File: config.mk
export PLATFORM = sky130hd
export DESIGN_NAME = irq_combiner
export DESIGN_NICKNAME = d
export VERILOG_FILES = /design/src/rtl/irqc_pkg.sv /design/src/rtl/irqc_addr_dec.sv /design/src/rtl/irqc_mode_flags.sv /design/src/rtl/irqc_timing_bank.sv /design/src/rtl/irq_combiner.sv
export SDC_FILE = /design/constraint.sdc
export NUM_CORES = 1
export LEC_CHECK = 0
export BUFFER_PORTS_ARGS = -buffer_cell sky130_fd_sc_hd__buf_2
export CAP_MARGIN = 40
export CORE_ASPECT_RATIO = 0.7
export CORE_MARGIN = 2
export CORE_UTILIZATION = 45
export DETAILED_ROUTE_END_ITERATION = 8
export GPL_TIMING_DRIVEN = 1
export PLACE_DENSITY = 0.79
export SETUP_SLACK_MARGIN = 0.02
export SYNTH_ARGS = -nofsm -noshare
export SYNTH_HDL_FRONTEND = slang
export SYNTH_SLANG_ARGS = --single-unit
File: constraint.sdc
create_clock -name clk -period 1.5 [get_ports clk]
set_input_delay 0 -clock clk [delete_from_list [all_inputs] [get_ports clk]]
set_output_delay 0 -clock clk [all_outputs]
set_load 0.005 [all_outputs]
File: src/rtl/irqc_pkg.sv
// Package: shared constants for the interrupt combiner.
// Assumes byte-wide registers and one 8-byte address slice per channel.
package irqc_pkg;
    localparam int SLICE_BYTES = 8;
    localparam int OFS_W       = $clog2(SLICE_BYTES);
    localparam int MODE_OFS    = 1;
    localparam int TIME_OFS    = 3;
    localparam int PEND_LSB    = 2;
endpackage

File: src/rtl/irqc_addr_dec.sv
// Address decoder: turns a byte address into register selects and write enables.
// Assumes the upper address bits index the channel slice.
module irqc_addr_dec
    import irqc_pkg::*;
#(
    parameter int NUM_CH = 2,
    localparam int CH_W  = (NUM_CH > 1) ? $clog2(NUM_CH) : 1,
    localparam int AW    = OFS_W + CH_W
) (
    input  logic [AW-1:0]     addr,
    input  logic              wr,
    output logic              mode_sel,
    output logic              mode_we,
    output logic [NUM_CH-1:0] tim_sel,
    output logic [NUM_CH-1:0] tim_we
);
    logic [OFS_W-1:0] ofs;
    logic [CH_W-1:0]  slice;

    assign ofs   = addr[OFS_W-1:0];
    assign slice = addr[AW-1:OFS_W];

    // Mode register is visible at the same offset in every slice.
    always_comb begin
        mode_sel = (ofs == OFS_W'(MODE_OFS));
        mode_we  = mode_sel & wr;
    end

    // One timing byte per slice.
    for (genvar c = 0; c < NUM_CH; c++) begin : g_tsel
        always_comb begin
            tim_sel[c] = (ofs == OFS_W'(TIME_OFS)) && (slice == CH_W'(c));
            tim_we[c]  = tim_sel[c] & wr;
        end
    end
endmodule

File: src/rtl/irqc_mode_flags.sv
// Mode flags: pending bits follow the request lines, block bits are written
// by software, and the combined interrupt is registered.
// Assumes requests are already synchronous to clk.
module irqc_mode_flags #(
    parameter int NUM_CH = 2
) (
    input  logic              clk,
    input  logic              rst_n,
    input  logic [NUM_CH-1:0] req,
    input  logic              blk_we,
    input  logic [NUM_CH-1:0] blk_wdata,
    output logic [NUM_CH-1:0] pend_q,
    output logic [NUM_CH-1:0] blk_q,
    output logic              irq_q
);
    logic [NUM_CH-1:0] blk_nxt;

    // Next value of the block flags, so a mask write acts at the same edge.
    always_comb blk_nxt = blk_we ? blk_wdata : blk_q;

    // Register the flags and the combined interrupt level.
    always_ff @(posedge clk) begin
        if (!rst_n) begin
            pend_q <= '0;
            blk_q  <= '0;
            irq_q  <= 1'b0;
        end else begin
            pend_q <= req;
            blk_q  <= blk_nxt;
            irq_q  <= |(req & ~blk_nxt);
        end
    end
endmodule

File: src/rtl/irqc_timing_bank.sv
// Timing bank: one plain read/write byte per channel, not interpreted here.
// Assumes one-hot write enables.
module irqc_timing_bank #(
    parameter int NUM_CH = 2,
    parameter int DATA_W = 8
) (
    input  logic                           clk,
    input  logic                           rst_n,
    input  logic [NUM_CH-1:0]              we,
    input  logic [DATA_W-1:0]              wdata,
    output logic [NUM_CH-1:0][DATA_W-1:0]  tim_q
);
    for (genvar c = 0; c < NUM_CH; c++) begin : g_reg
        // Store the channel's timing byte.
        always_ff @(posedge clk) begin
            if (!rst_n)     tim_q[c] <= '0;
            else if (we[c]) tim_q[c] <= wdata;
        end
    end
endmodule

File: src/rtl/irq_combiner.sv
// Top: dual-channel interrupt combiner with per-channel block flags and
// timing bytes behind a byte port. Assumes a two-channel map (mode bits 2..5).
module irq_combiner
    import irqc_pkg::*;
#(
    parameter int NUM_CH = 2,
    parameter int DATA_W = 8,
    localparam int CH_W  = (NUM_CH > 1) ? $clog2(NUM_CH) : 1,
    localparam int AW    = OFS_W + CH_W,
    localparam int BLK_LSB = PEND_LSB + NUM_CH
) (
    input  logic              clk,
    input  logic              rst_n,
    input  logic [NUM_CH-1:0] chan_req,
    input  logic [AW-1:0]     bus_addr,
    input  logic              bus_wr,
    input  logic [DATA_W-1:0] bus_wdata,
    output logic [DATA_W-1:0] bus_rdata,
    output logic              irq_out
);
    logic                          mode_sel;
    logic                          mode_we;
    logic [NUM_CH-1:0]             tim_sel;
    logic [NUM_CH-1:0]             tim_we;
    logic [NUM_CH-1:0]             pend_q;
    logic [NUM_CH-1:0]             blk_q;
    logic [NUM_CH-1:0][DATA_W-1:0] tim_q;
    logic [DATA_W-1:0]             mode_rd;

    irqc_addr_dec #(.NUM_CH(NUM_CH)) u_dec (
        .addr     (bus_addr),
        .wr       (bus_wr),
        .mode_sel (mode_sel),
        .mode_we  (mode_we),
        .tim_sel  (tim_sel),
        .tim_we   (tim_we)
    );

    irqc_mode_flags #(.NUM_CH(NUM_CH)) u_flags (
        .clk       (clk),
        .rst_n     (rst_n),
        .req       (chan_req),
        .blk_we    (mode_we),
        .blk_wdata (bus_wdata[BLK_LSB +: NUM_CH]),
        .pend_q    (pend_q),
        .blk_q     (blk_q),
        .irq_q     (irq_out)
    );

    irqc_timing_bank #(.NUM_CH(NUM_CH), .DATA_W(DATA_W)) u_tim (
        .clk   (clk),
        .rst_n (rst_n),
        .we    (tim_we),
        .wdata (bus_wdata),
        .tim_q (tim_q)
    );

    // Assemble the mode byte; the unused bits stay zero.
    always_comb begin
        mode_rd = '0;
        mode_rd[PEND_LSB +: NUM_CH] = pend_q;
        mode_rd[BLK_LSB  +: NUM_CH] = blk_q;
    end

    // Read multiplexer; unmapped offsets return zero.
    always_comb begin
        bus_rdata = '0;
        if (mode_sel) bus_rdata = mode_rd;
        for (int c = 0; c < NUM_CH; c++)
            if (tim_sel[c]) bus_rdata = tim_q[c];
    end
endmodule

# Word level (Yosys, flattened, before mapping)
# Index checks and enable logic that the tools add are counted.
[totals]
regBits = 21
wordCells = 20
input_bits = 17
out_inout_bits = 9
[classes]
reduce_logical = 3
eq_ne = 2
mux = 4
bitwise = 6
[ops]
columns = ["op", "count"]
rows = [
  ["$mux W8", 2],
  ["$mux W6", 1],
  ["$and A1 B1 Y1", 3],
  ["$eq A3 B1 Y1 const B", 1],
  ["$eq A3 B2 Y1 const B", 1],
  ["$and A2 B2 Y2", 1],
  ["$logic_and A1 B1 Y1", 2],
  ["$mux W2", 1],
  ["$not A2 Y2", 1],
  ["$reduce_or A2 Y1", 1],
  ["$not A1 Y1", 1],
]

# Longest topological paths before layout
# Gate-level depths: netlist of the first run.
[logic_depth]
ltp_word = 6
ltp_mapped = 5
mapped_depth_nobuf = 3

# Hierarchy
# Synthesis of the first run repeated with hierarchy kept, for this count alone.
[unflattened]
hier_cells = 95
hier_area_um2 = 1018.5
[by_module_without_submodules]
columns = ["mod", "area_per_inst_um2", "cells_per_inst", "instances", "seq_area_each_um2"]
rows = [
  ["irqc_timing_bank", 608.1, 51, 1, 320.3],
  ["irq_combiner", 197.7, 25, 1, 0.0],
  ["irqc_mode_flags", 156.4, 12, 1, 100.1],
  ["irqc_addr_dec", 56.3, 7, 1, 0.0],
]

# Worst setup path before layout of the first run
# Ideal clock, no wire load.
[synth_path]
kind = "input-to-reg"
start = "input port bus_addr[1]"
end = "register u_flags.irq_q"
cell_stages = 4
arrival_ns = 0.721
setup_time_ns = 0.117
required_ns = 1.383
slack_ns = 0.663
n_path_buf = 1
path_cell_list = "buf_6 > and4bb_4 > mux2i_1 > a22o_1"
[synth_between]
elab_chain_len = 6
[synth_lines]
columns = ["element", "line_no", "text"]
rows = [
  ["start, declared", "irq_combiner.sv:15", "input logic [AW-1:0] bus_addr,"],
  ["$eq A3 B1 Y1", "irqc_addr_dec.sv:25", "mode_sel = (ofs == OFS_W'(MODE_OFS));"],
  ["$and A1 B1 Y1", "irqc_addr_dec.sv:26", "mode_we = mode_sel & wr;"],
  ["$mux W2", "irqc_mode_flags.sv:19", "always_comb blk_nxt = blk_we ? blk_wdata : blk_q;"],
  ["$not A2 Y2", "irqc_mode_flags.sv:30", "irq_q <= |(req & ~blk_nxt);"],
  ["$and A2 B2 Y2", "irqc_mode_flags.sv:30", ""],
  ["$reduce_or A2 Y1", "irqc_mode_flags.sv:30", ""],
  ["end signal, assigned", "irqc_mode_flags.sv:30", ""],
  ["end, declared", "irqc_mode_flags.sv:14", "output logic irq_q"],
]
# Every way passes these cells.
# A chain may end at the register's enable or synchronous reset.

# Worst setup path in the final report of the first run
[layout_path]
start = "register u_tim.tim_q[2] in the netlist's numbering"
end = "output port bus_rdata[2]"
[layout_between]
elab_chain_len = 2
[layout_lines]
columns = ["element", "line_no", "text"]
rows = [
  ["start, declared", "irqc_timing_bank.sv:11", "output logic [NUM_CH-1:0][DATA_W-1:0] tim_q"],
  ["start signal, assigned by index", "irqc_timing_bank.sv:17", "else if (we[c]) tim_q[c] <= wdata;"],
  ["$mux W8 (2 in series)", "irq_combiner.sv:70", "if (tim_sel[c]) bus_rdata = tim_q[c];"],
  ["end, declared", "irq_combiner.sv:18", "output logic [DATA_W-1:0] bus_rdata,"],
]
# Every way passes these cells.

==> results of run 1 <==
## cell usage in the layout, fill, tap and decap left out, types with 2 or more instances in the layout
| cell type | instances |
|---|---|
| a211oi_1 | 4 |
| dlygate4sd3_1 | 10 |
| clkbuf_4 | 3 |
| nor2_1 | 10 |
| nand2_1 | 25 |
| buf_2 | 25 |
| mux2i_1 | 26 |
| and2_1 | 2 |
| dfxtp_1 | 21 |
| buf_4 | 2 |
## area by class of cell
cell class / count / share of cell area, %
timing repair buffer: 37 / 19.5
clock buffer: 3 / 1.83
multi-input combinational: 73 / 40.5
inverter: 1 / 0.305
tap: 32 / 3.25
sequential: 21 / 34.1
clock inverter: 1 / 0.407
## critical path: stages, from the launching register on
cell and delay [ns]:
dfxtp_1 0.36, mux2i_1 0.08, a211oi_1 0.25, buf_2 0.15
## cells by family after synthesis
group / synth area share, %
AOI/OAI and AO/OA: 3.90
buffers and inverters: 7.55
DFF: 42.3
muxes: 26.2
and+or+nand+nor: 20.1
## state kept, by name (all words and copies together) (netlist names)
| register | cells |
|---|---|
| u_flags.blk_q | 2 |
| u_flags.irq_q | 1 |
| u_flags.pend_q | 2 |
| u_tim.tim_q | 16 |
## metal layers
layer / part of all wire, % / GRT usage [%] / vias to the layer above
met4: 1.1 / 6.22 / 0
met1: 48 / 20.8 / 370
li1: - / - / 408
met3: 5.4 / 5.37 / 4
met2: 45 / 27.4 / 20
met5: 0 / 0 / -
## per-stage QoR
step	total power, mW	util [%]
2_1_floorplan	0.658	-
3_5_place_dp	0.686	52.1
4_1_cts	0.963	58.1
3_3_place_gp	0.682	52.1
6_report	0.951	58.1
5_1_grt	1.00	58.1
## power groups by stage
stage	Sequential [mW]	Clock [mW]	Combinational (mW)
after floorplan	0.586	0	0.0722
after global placement	0.586	0	0.0960
after detailed placement	0.587	0	0.0989
after CTS	0.574	0.269	0.119
after global routing	0.575	0.297	0.131
final	0.574	0.259	0.118
## path summary, 6_finish.rpt
kind                                          to  cells past startpoint              from
worst max-delay path                bus_rdata[2]                      3    u_tim.tim_q[2]
worst min-delay path            u_flags.blk_q[0]                      3             rst_n
worst max register to register     u_flags.irq_q                      2  u_flags.blk_q[1]
worst min register to register    u_tim.tim_q[6]                      2    u_tim.tim_q[6]
==> results.yml, run 1 <==
clock_tree:
  cts_num_sinks: 21
  tritoncts: "done"
  cts.clk_slew.worst_paths_ns: 0.11
  cts_resized: 0
  numCtsBuffers: 3
  cts_root_buffer: "clkbuf_4"
  postCtsHoldBufs: 10
  cts_setup_buffers: 0
  cts_buffer_depth: 2
  h-tree-depth: 1
  clock_latency_ns: 0.30
logic_synthesis:
  syn_nets: 119
  synth_area_sq_um: 995
  synth_cell_types: 17
  synthArstFlopShare_pct: 0
  synth_commonest_cells: "26 x mux2i_1, 25 x nand2_1, 21 x dfxtp_1"
  synth_area_leaders: "dfxtp_1 42%, mux2i_1 26%, nand2_1 9.4%"
  synth.avg_cell_area_sq_um: 9.75
  synthCells: 102
  synth_top_area_share_pct: 42.3
  synth_edf_count: 0
  ys_warn_count: 0
  synth_ff_type: "dfxtp_1"
  postSynthRegisterBits: 21
  synth.most_common_cell: "mux2i_1"
  ys_seq_area_share_pct: 42.3
  yosysTopAreaCell: "dfxtp_1"
placement:
  place_ws_ns: 0.396
  gp_congestion: 0.711
  io_buffers: 25
  placedCellCount: 154
  dpl_cell_area_sq_mm: 0.00110
worst_hold_path:
  min_path_type: "in -> reg"
global_route:
  grt_pass1_wl_um: 3170
  grt_start_max_net_pins: 28
  grtUsageTotal_pct: 16.8
  grt_overflow: 0
  grt_pass1_vias: 757
  antenna_found_initial: 0
timing:
  finClkSkew_ns: 0.00375
  final_hold_viol_count: 0
  fin_crit_ns: 1.14
  setup_slack_ns: 0.360
  rsz0062_at_grt: "no"
  drv_slew: 0
  fin_setup_tns_ns: 0
  relSlewSlack_pct: 69.6
  tightestPinTransition_ns: 0.457
  whs_ns: 0.156
  max_freq_mhz: 877
  fin_crit_sh_pct: 76.0
  setup_viol: 0
detailed_routing:
  vias_per_cell: 4.77
  detail-route-antenna-nets: 0
  drtIter0Drc: 41
  routed_wl_um: 1910
  drt-pass1-iter-count: 4
  vias: 802
  drcViolationCount: 0
  avgRoutedWirePerCell_um: 11.4
power:
  pwr-share-clk_pct: 27.2
  combPwrFrac_pct: 12.5
  swShare_pct: 23.1
  ir_drop_mv: 0.482
  leakagePower_nw: 0.577
  p_per_area_mw_per_mm2: 773
  switchingPower_uw: 220
  p_int_uw: 731
  pwr-share-seq_pct: 60.3
setup_path:
  required_ns: 1.50
  regToRegSetupSlack_ns: 0.73
  startpoint_type: "register"
  crit_fanout: 2
  endpoint_kind: "primary output"
  arrival_ns: 1.14
  critical_path_class: "reg -> out"
die:
  die_w_um: 60.2
  dieArea_sq_mm: 0.00261
  ioPinCount: 26
  initial_core_util_pct: 46.9
  num_rows: 14
  die_h_um: 43.3
  coreArea_sq_mm: 0.00212
cells_and_area:
  stdcell_area_sq_mm: 0.00123
  final_nets: 154
  n_antenna_cell: 0
  drive_above_1_share_pct: 24.3
  multiInputGateArea_sq_um: 499
  fill_cells: 203
  layout.cells.non_filler: 168
  seq_area_sq_um: 420
  areaGrowthSynthToFinish_pct: 23.8
outcome:
  outcome: "finished, final reports clean"
job:
  maxCapViolCount: 0
Power figures use the tool's default switching activity.
==> run 2, diff against run 1 <==
ABC_AREA = 1   (was not set)
PLACE_DENSITY = 0.78   (was 0.79)
clock period = 1.1 ns   (was 1.5 ns; I/O delays follow)
==> results.yml, run 2 <==
outcome:
  outcome: "finished, final reports clean"
power:
  pwr-share-clk_pct: 27.9
  ir_drop_mv: 0.751
  combPwrFrac_pct: 14.1
  p_per_area_mw_per_mm2: 1030
  p_int_mw: 1.00
  pwr-share-seq_pct: 58.0
  p_total_mw: 1.36
  swShare_pct: 26.5
  switchingPower_uw: 361
  leakagePower_nw: 0.695
logic_synthesis:
  ys_seq_area_share_pct: 39.8
  synth_commonest_cells: "43 x nand2_1, 33 x nor2_1, 25 x inv_1"
  ys_warn_count: 0
  yosys.area_share.adder_pct: 0
  synth_compound_area_share_pct: 2.84
  synth_top_area_share_pct: 39.8
  synth.area.mux_share_pct: 0
  synth_simple_gate_area_share_pct: 43.4
  postSynthRegisterBits: 21
  synthCells: 161
  synth_ff_type: "dfxtp_1"
  synth.most_common_cell: "nand2_1"
  synth-xor-area-share_pct: 0
  synthArstFlopShare_pct: 0
  synth_area_sq_mm: 0.00106
  syn_nets: 178
  synth_edf_count: 0
  synth_top_family_by_area: "simple AND/OR/NAND/NOR gates"
  synth_cell_types: 18
  synth.avg_cell_area_sq_um: 6.57
  synth_area_leaders: "dfxtp_1 40%, nand2_1 15%, nor2_1 12%"
  yosysTopAreaCell: "dfxtp_1"
die:
  initial_core_util_pct: 48.3
  coreArea_sq_mm: 0.00219
  dieArea_sq_mm: 0.00276
  num_rows: 14
  die_h_um: 44.6
  die_w_um: 61.9
  ioPinCount: 26
cells_and_area:
  largest_register_ffs: 16
  final_nets: 216
  final_cell_mix: "43 x nand2_1, 33 x nor2_1, 25 x inv_1, 25 x buf_2, 21 x dfxtp_1"
  seq_area_sq_um: 420
  largestRegisters: "u_tim.tim_q x16, u_flags.blk_q x2, u_flags.pend_q x2"
  drive_above_1_share_pct: 20.7
  regMostFlops: "u_tim.tim_q"
  multiInputGateArea_sq_um: 489
  fill_cells: 211
  n_antenna_cell: 0
  areaGrowthSynthToFinish_pct: 25.4
  final_common_cell: "nand2_1"
setup_path:
  arrival_ns: 0.99
  critical_path_class: "reg -> out"
  endpoint_kind: "primary output"
  required_ns: 1.10
  crit_fanout: 2
  startpoint_type: "register"
clock_tree:
  clock_latency_ns: 0.31
  cts.clk_slew.worst_paths_ns: 0.11
  cts_num_sinks: 21
  numCtsBuffers: 3
  cts_root_buffer: "clkbuf_4"
  cts_buffer_depth: 2
  h-tree-depth: 1
  tritoncts: "done"
detailed_routing:
  vias_per_cell: 4.80
  detail-route-antenna-nets: 0
  routed_wl_um: 2610
  drtIter0Drc: 47
  vias: 1103
  avgRoutedWirePerCell_um: 11.3
  drt-pass1-iter-count: 4
  drcViolationCount: 0
timing:
  setup_viol: 0
  tightestPinTransition_ns: 0.420
  fin_crit_ns: 0.988
  finClkSkew_ns: 0.000883
  fin_setup_tns_ns: 0
  drv_slew: 0
  rsz0062_at_grt: "no"
  relSlewSlack_pct: 71.8
  max_freq_mhz: 1010
  final_hold_viol_count: 0
  fin_crit_sh_pct: 89.9
placement:
  io_buffers: 25
  dpl.hpwl_um: 1800
  gp_congestion: 0.796
job:
  maxCapViolCount: 0
worst_hold_path:
  min_path_type: "in -> reg"
global_route:
  grt_pass1_wl_um: 4300
  grtUsageTotal_pct: 21.7
  grt_overflow: 0
  grt_start_max_net_pins: 20
  grt_pass1_vias: 1046
  antenna_found_initial: 0
==> run 2: logic make-up (layout without fill, tap and decap cells) <==
| family | after synthesis | count (layout) |
|---|---|---|
| AO/OA/AOI/OAI | 6 | 6 |
| buffers and inverters | 32 | 69 |
| flip-flops | 21 | 21 |
| AND/OR/NAND/NOR | 102 | 102 |
==> run 2: final cells by class <==
cell class	instances	area share (%)
Multi-Input combinational cell	108	36.9
Timing Repair Buffer	38	18.7
Inverter	27	7.64
Sequential cell	21	31.7
Clock inverter	1	0.377
Clock buffer	3	1.70
Tap cell	32	3.02
==> run 2: worst paths after layout <==
path	depth (start not counted)	slack, ns	startpoint	endpoint
worst max register to register	4	0.39	u_tim.tim_q[5]	u_tim.tim_q[5]
worst min register to register	2	0.49	u_tim.tim_q[8]	u_tim.tim_q[8]
worst max-delay path	3	0.11	u_tim.tim_q[1]	bus_rdata[1]
worst min-delay path	4	0.06	bus_addr[3]	u_tim.tim_q[13]
==> run 2: power by group through the flow <==
| stage | clock, mW | combinational [mW] | sequential [mW] |
|---|---|---|---|
| after global placement | 0 | 0.155 | 0.807 |
| final | 0.380 | 0.192 | 0.790 |
| after floorplan | 0 | 0.100 | 0.806 |
| after global routing | 0.420 | 0.214 | 0.792 |
| after CTS | 0.395 | 0.187 | 0.790 |
| after detailed placement | 0 | 0.160 | 0.807 |
==> run 2: routing by layer <==
metal / up-vias / wire [um] / part of all wire (%) / GRT usage (%)
met5: - / 0 / 0 / 0
met4: 0 / 54 / 2.1 / 10.2
met3: 6 / 119 / 4.6 / 6.14
met2: 35 / 1250 / 48 / 35.6
met1: 496 / 1190 / 45 / 26.2
li1: 566 / - / - / -
==> run 2: worst max-delay path, stage by stage, from the launching register on <==
cell	delay (ns)
dfxtp_1	0.33
inv_1	0.06
o21ai_1	0.16
buf_2	0.14
==> run 2: stage by stage <==
stage          utilization, %  hold slack, ns  std cells  worst slack, ns  instance area (sq um)
2_1_floorplan               -           0.112        161            0.347                   1060
3_3_place_gp             54.7           0.211        216            0.245                   1200
3_5_place_dp             54.7           0.215        216            0.208                   1200
4_1_cts                  60.6          0.0404        230            0.118                   1330
5_1_grt                  60.6          0.0559        230           0.0633                   1330
6_report                 60.6          0.0589        230            0.112                   1330
==> run 2: timing repair <==
| action | CTS | global route |
|---|---|---|
| endpoints found under the setup margin | 0 | 1 |
| gates resized for setup | 0 | 1 |
| hold buffers | 10 | 0 |
| endpoints found under the hold margin | 10 | 0 |
| buffers inserted | 0 | 0 |
==> run 3, diff against run 2 <==
BUFFER_PORTS_ARGS = not set   (was -buffer_cell sky130_fd_sc_hd__buf_2)
DONT_BUFFER_PORTS = 1   (was not set)
PLACE_DENSITY = 0.69   (was 0.78)
==> results.yml, run 3 (synthesis results as in run 2) <==
outcome:
  outcome: "complete, but fails checks"
  violations: "negative hold slack"
setup_path:
  slowest_delay_ns: 0.34
  critical_path_class: "reg -> out"
  regToRegSetupSlack_ns: 0.43
  startpoint_type: "register"
  crit_start: "u_tim.tim_q[7]"
  endpoint_kind: "primary output"
  slowest_stage: "dfxtp_1"
  required_ns: 1.10
  crit_chain: "inv_1 -> o21ai_0"
  r2r-start: "u_tim.tim_q[6]"
  arrival_ns: 0.92
  rr_worst_depth: 4
  reg2reg_to: "u_tim.tim_q[6]"
  crit_fanout: 2
global_route:
  grt_pass1_wl_um: 3910
  gr-usage-met2_pct: 30.5
  gr-usage-met3_pct: 8.48
  grt_overflow: 0
  grt_pass1_vias: 892
  grt_start_max_net_pins: 20
  grtUsageTotal_pct: 19.8
  met1_usage_pct: 25.1
  antenna_found_initial: 0
  busiest_layer: "met2"
detailed_routing:
  detail-route-antenna-nets: 0
  drtIter0Drc: 32
  vias: 976
  avgRoutedWirePerCell_um: 11.9
  drcViolationCount: 0
  routed_wl_um: 2430
  vias_per_cell: 4.78
  drt-pass1-iter-count: 4
timing:
  fin_crit_ns: 0.922
  finClkSkew_ns: 0.0000903
  relSlewSlack_pct: 54.7
  drv_slew: 0
  final_hold_viol_count: 11
  whs_ns: -0.112
  fin_setup_tns_ns: 0
  rsz0062_at_grt: "no"
  tightestPinTransition_ns: 0.680
  fin_crit_sh_pct: 83.8
  setup_viol: 0
  max_freq_mhz: 1080
cells_and_area:
  areaGrowthSynthToFinish_pct: 13.6
  multiInputGateArea_sq_um: 489
  drive_above_1_share_pct: 7.56
  final_common_cell: "nand2_1"
  n_antenna_cell: 0
  seq_area_sq_um: 420
  largest_register_ffs: 16
  final_cell_mix: "43 x nand2_1, 33 x nor2_1, 25 x inv_1, 21 x dfxtp_1"
  largestRegisters: "u_tim.tim_q x16, u_flags.blk_q x2, u_flags.pend_q x2"
  regMostFlops: "u_tim.tim_q"
  final_nets: 190
  fill_cells: 216
clock_tree:
  numCtsBuffers: 3
  h-tree-depth: 1
  postCtsHoldBufs: 12
  cts.clk_slew.worst_paths_ns: 0.12
  cts_setup_buffers: 0
  cts_buffer_depth: 2
  clock_latency_ns: 0.31
  tritoncts: "done"
  cts_root_buffer: "clkbuf_4"
  cts_num_sinks: 21
job:
  maxCapViolCount: 0
die:
  die_w_um: 61.9
  dieArea_sq_mm: 0.00276
  num_rows: 14
  initial_core_util_pct: 48.3
  coreArea_sq_mm: 0.00219
  ioPinCount: 26
  die_h_um: 44.6
placement:
  io_buffers: 0
  gp_congestion: 0.805
  dpl.hpwl_um: 1730
power:
  p_per_area_mw_per_mm2: 1100
  leakagePower_nw: 0.586
  ir_drop_mv: 0.755
  p_total_mw: 1.32
worst_hold_path:
  min_to: "u_flags.blk_q[1]"
  min_from: "bus_wr"
  min_path_type: "in -> reg"
  hold_path_depth: 2
## run 3: cell count changes in the layout (fill, tap and decap cells not counted), sizes merged
cell and change:
dlymetal6s4s +1, buf -28, dlygate4sd3 +1
## run 3: area by class of cell
class | count | share of cell area (%)
multi-input combinational | 108 | 40.7
sequential | 21 | 35.0
timing repair buffer | 12 | 10.2
inverter | 27 | 8.44
tap | 32 | 3.33
clock buffer | 3 | 1.88
clock inverter | 1 | 0.417
## run 3: repair_timing
| item | 4_1_cts | 5_1_grt |
|---|---|---|
| endpoints found under the setup margin | 0 | 3 |
| gates resized for setup | 0 | 1 |
| hold endpoints to repair | 21 | 11 |
## run 3: worst max path at each step
stage,end,depth (start not counted)
after detailed placement,u_tim.tim_q[2],5
after global routing,bus_rdata[7],2
after global placement,u_tim.tim_q[2],5
after floorplan,u_tim.tim_q[0],6
final,bus_rdata[7],2
after CTS,u_flags.irq_q,5
## run 3: critical path, delay by kind of cell (launching register included)
kind / cells / cell delay (ns)
AOI/OAI and AO/OA: 1 / 0.22
DFF: 1 / 0.34
buffers and inverters: 1 / 0.06
## run 3: per-layer routing
layer  vias up  wire, um
met1       425      1120
met4         0        42
li1        515         -
met5         -         0
met3         6       162
met2        30      1110
## run 3: report_power, final
part	switching (mW)	leakage (nW)	internal [mW]	total, mW
combinational	0.0832	0.398	0.0601	0.143
clock	0.248	0.0177	0.136	0.384
sequential	0.00894	0.171	0.782	0.791
total	0.340	0.586	0.978	1.32
## run 3: through the flow
step                cell area, sq um  setup WS (ns)  hold WS [ns]  cells  utilization, %
floorplan                       1060          0.347         0.112    161               -
global placement                1050          0.323         0.125    188            48.0
detailed placement              1050          0.269         0.127    188            48.0
CTS                             1200         0.0363        -0.117    204            54.7
global route                    1200          0.132        -0.111    204            54.9
finish                          1200          0.178        -0.112    204            54.9
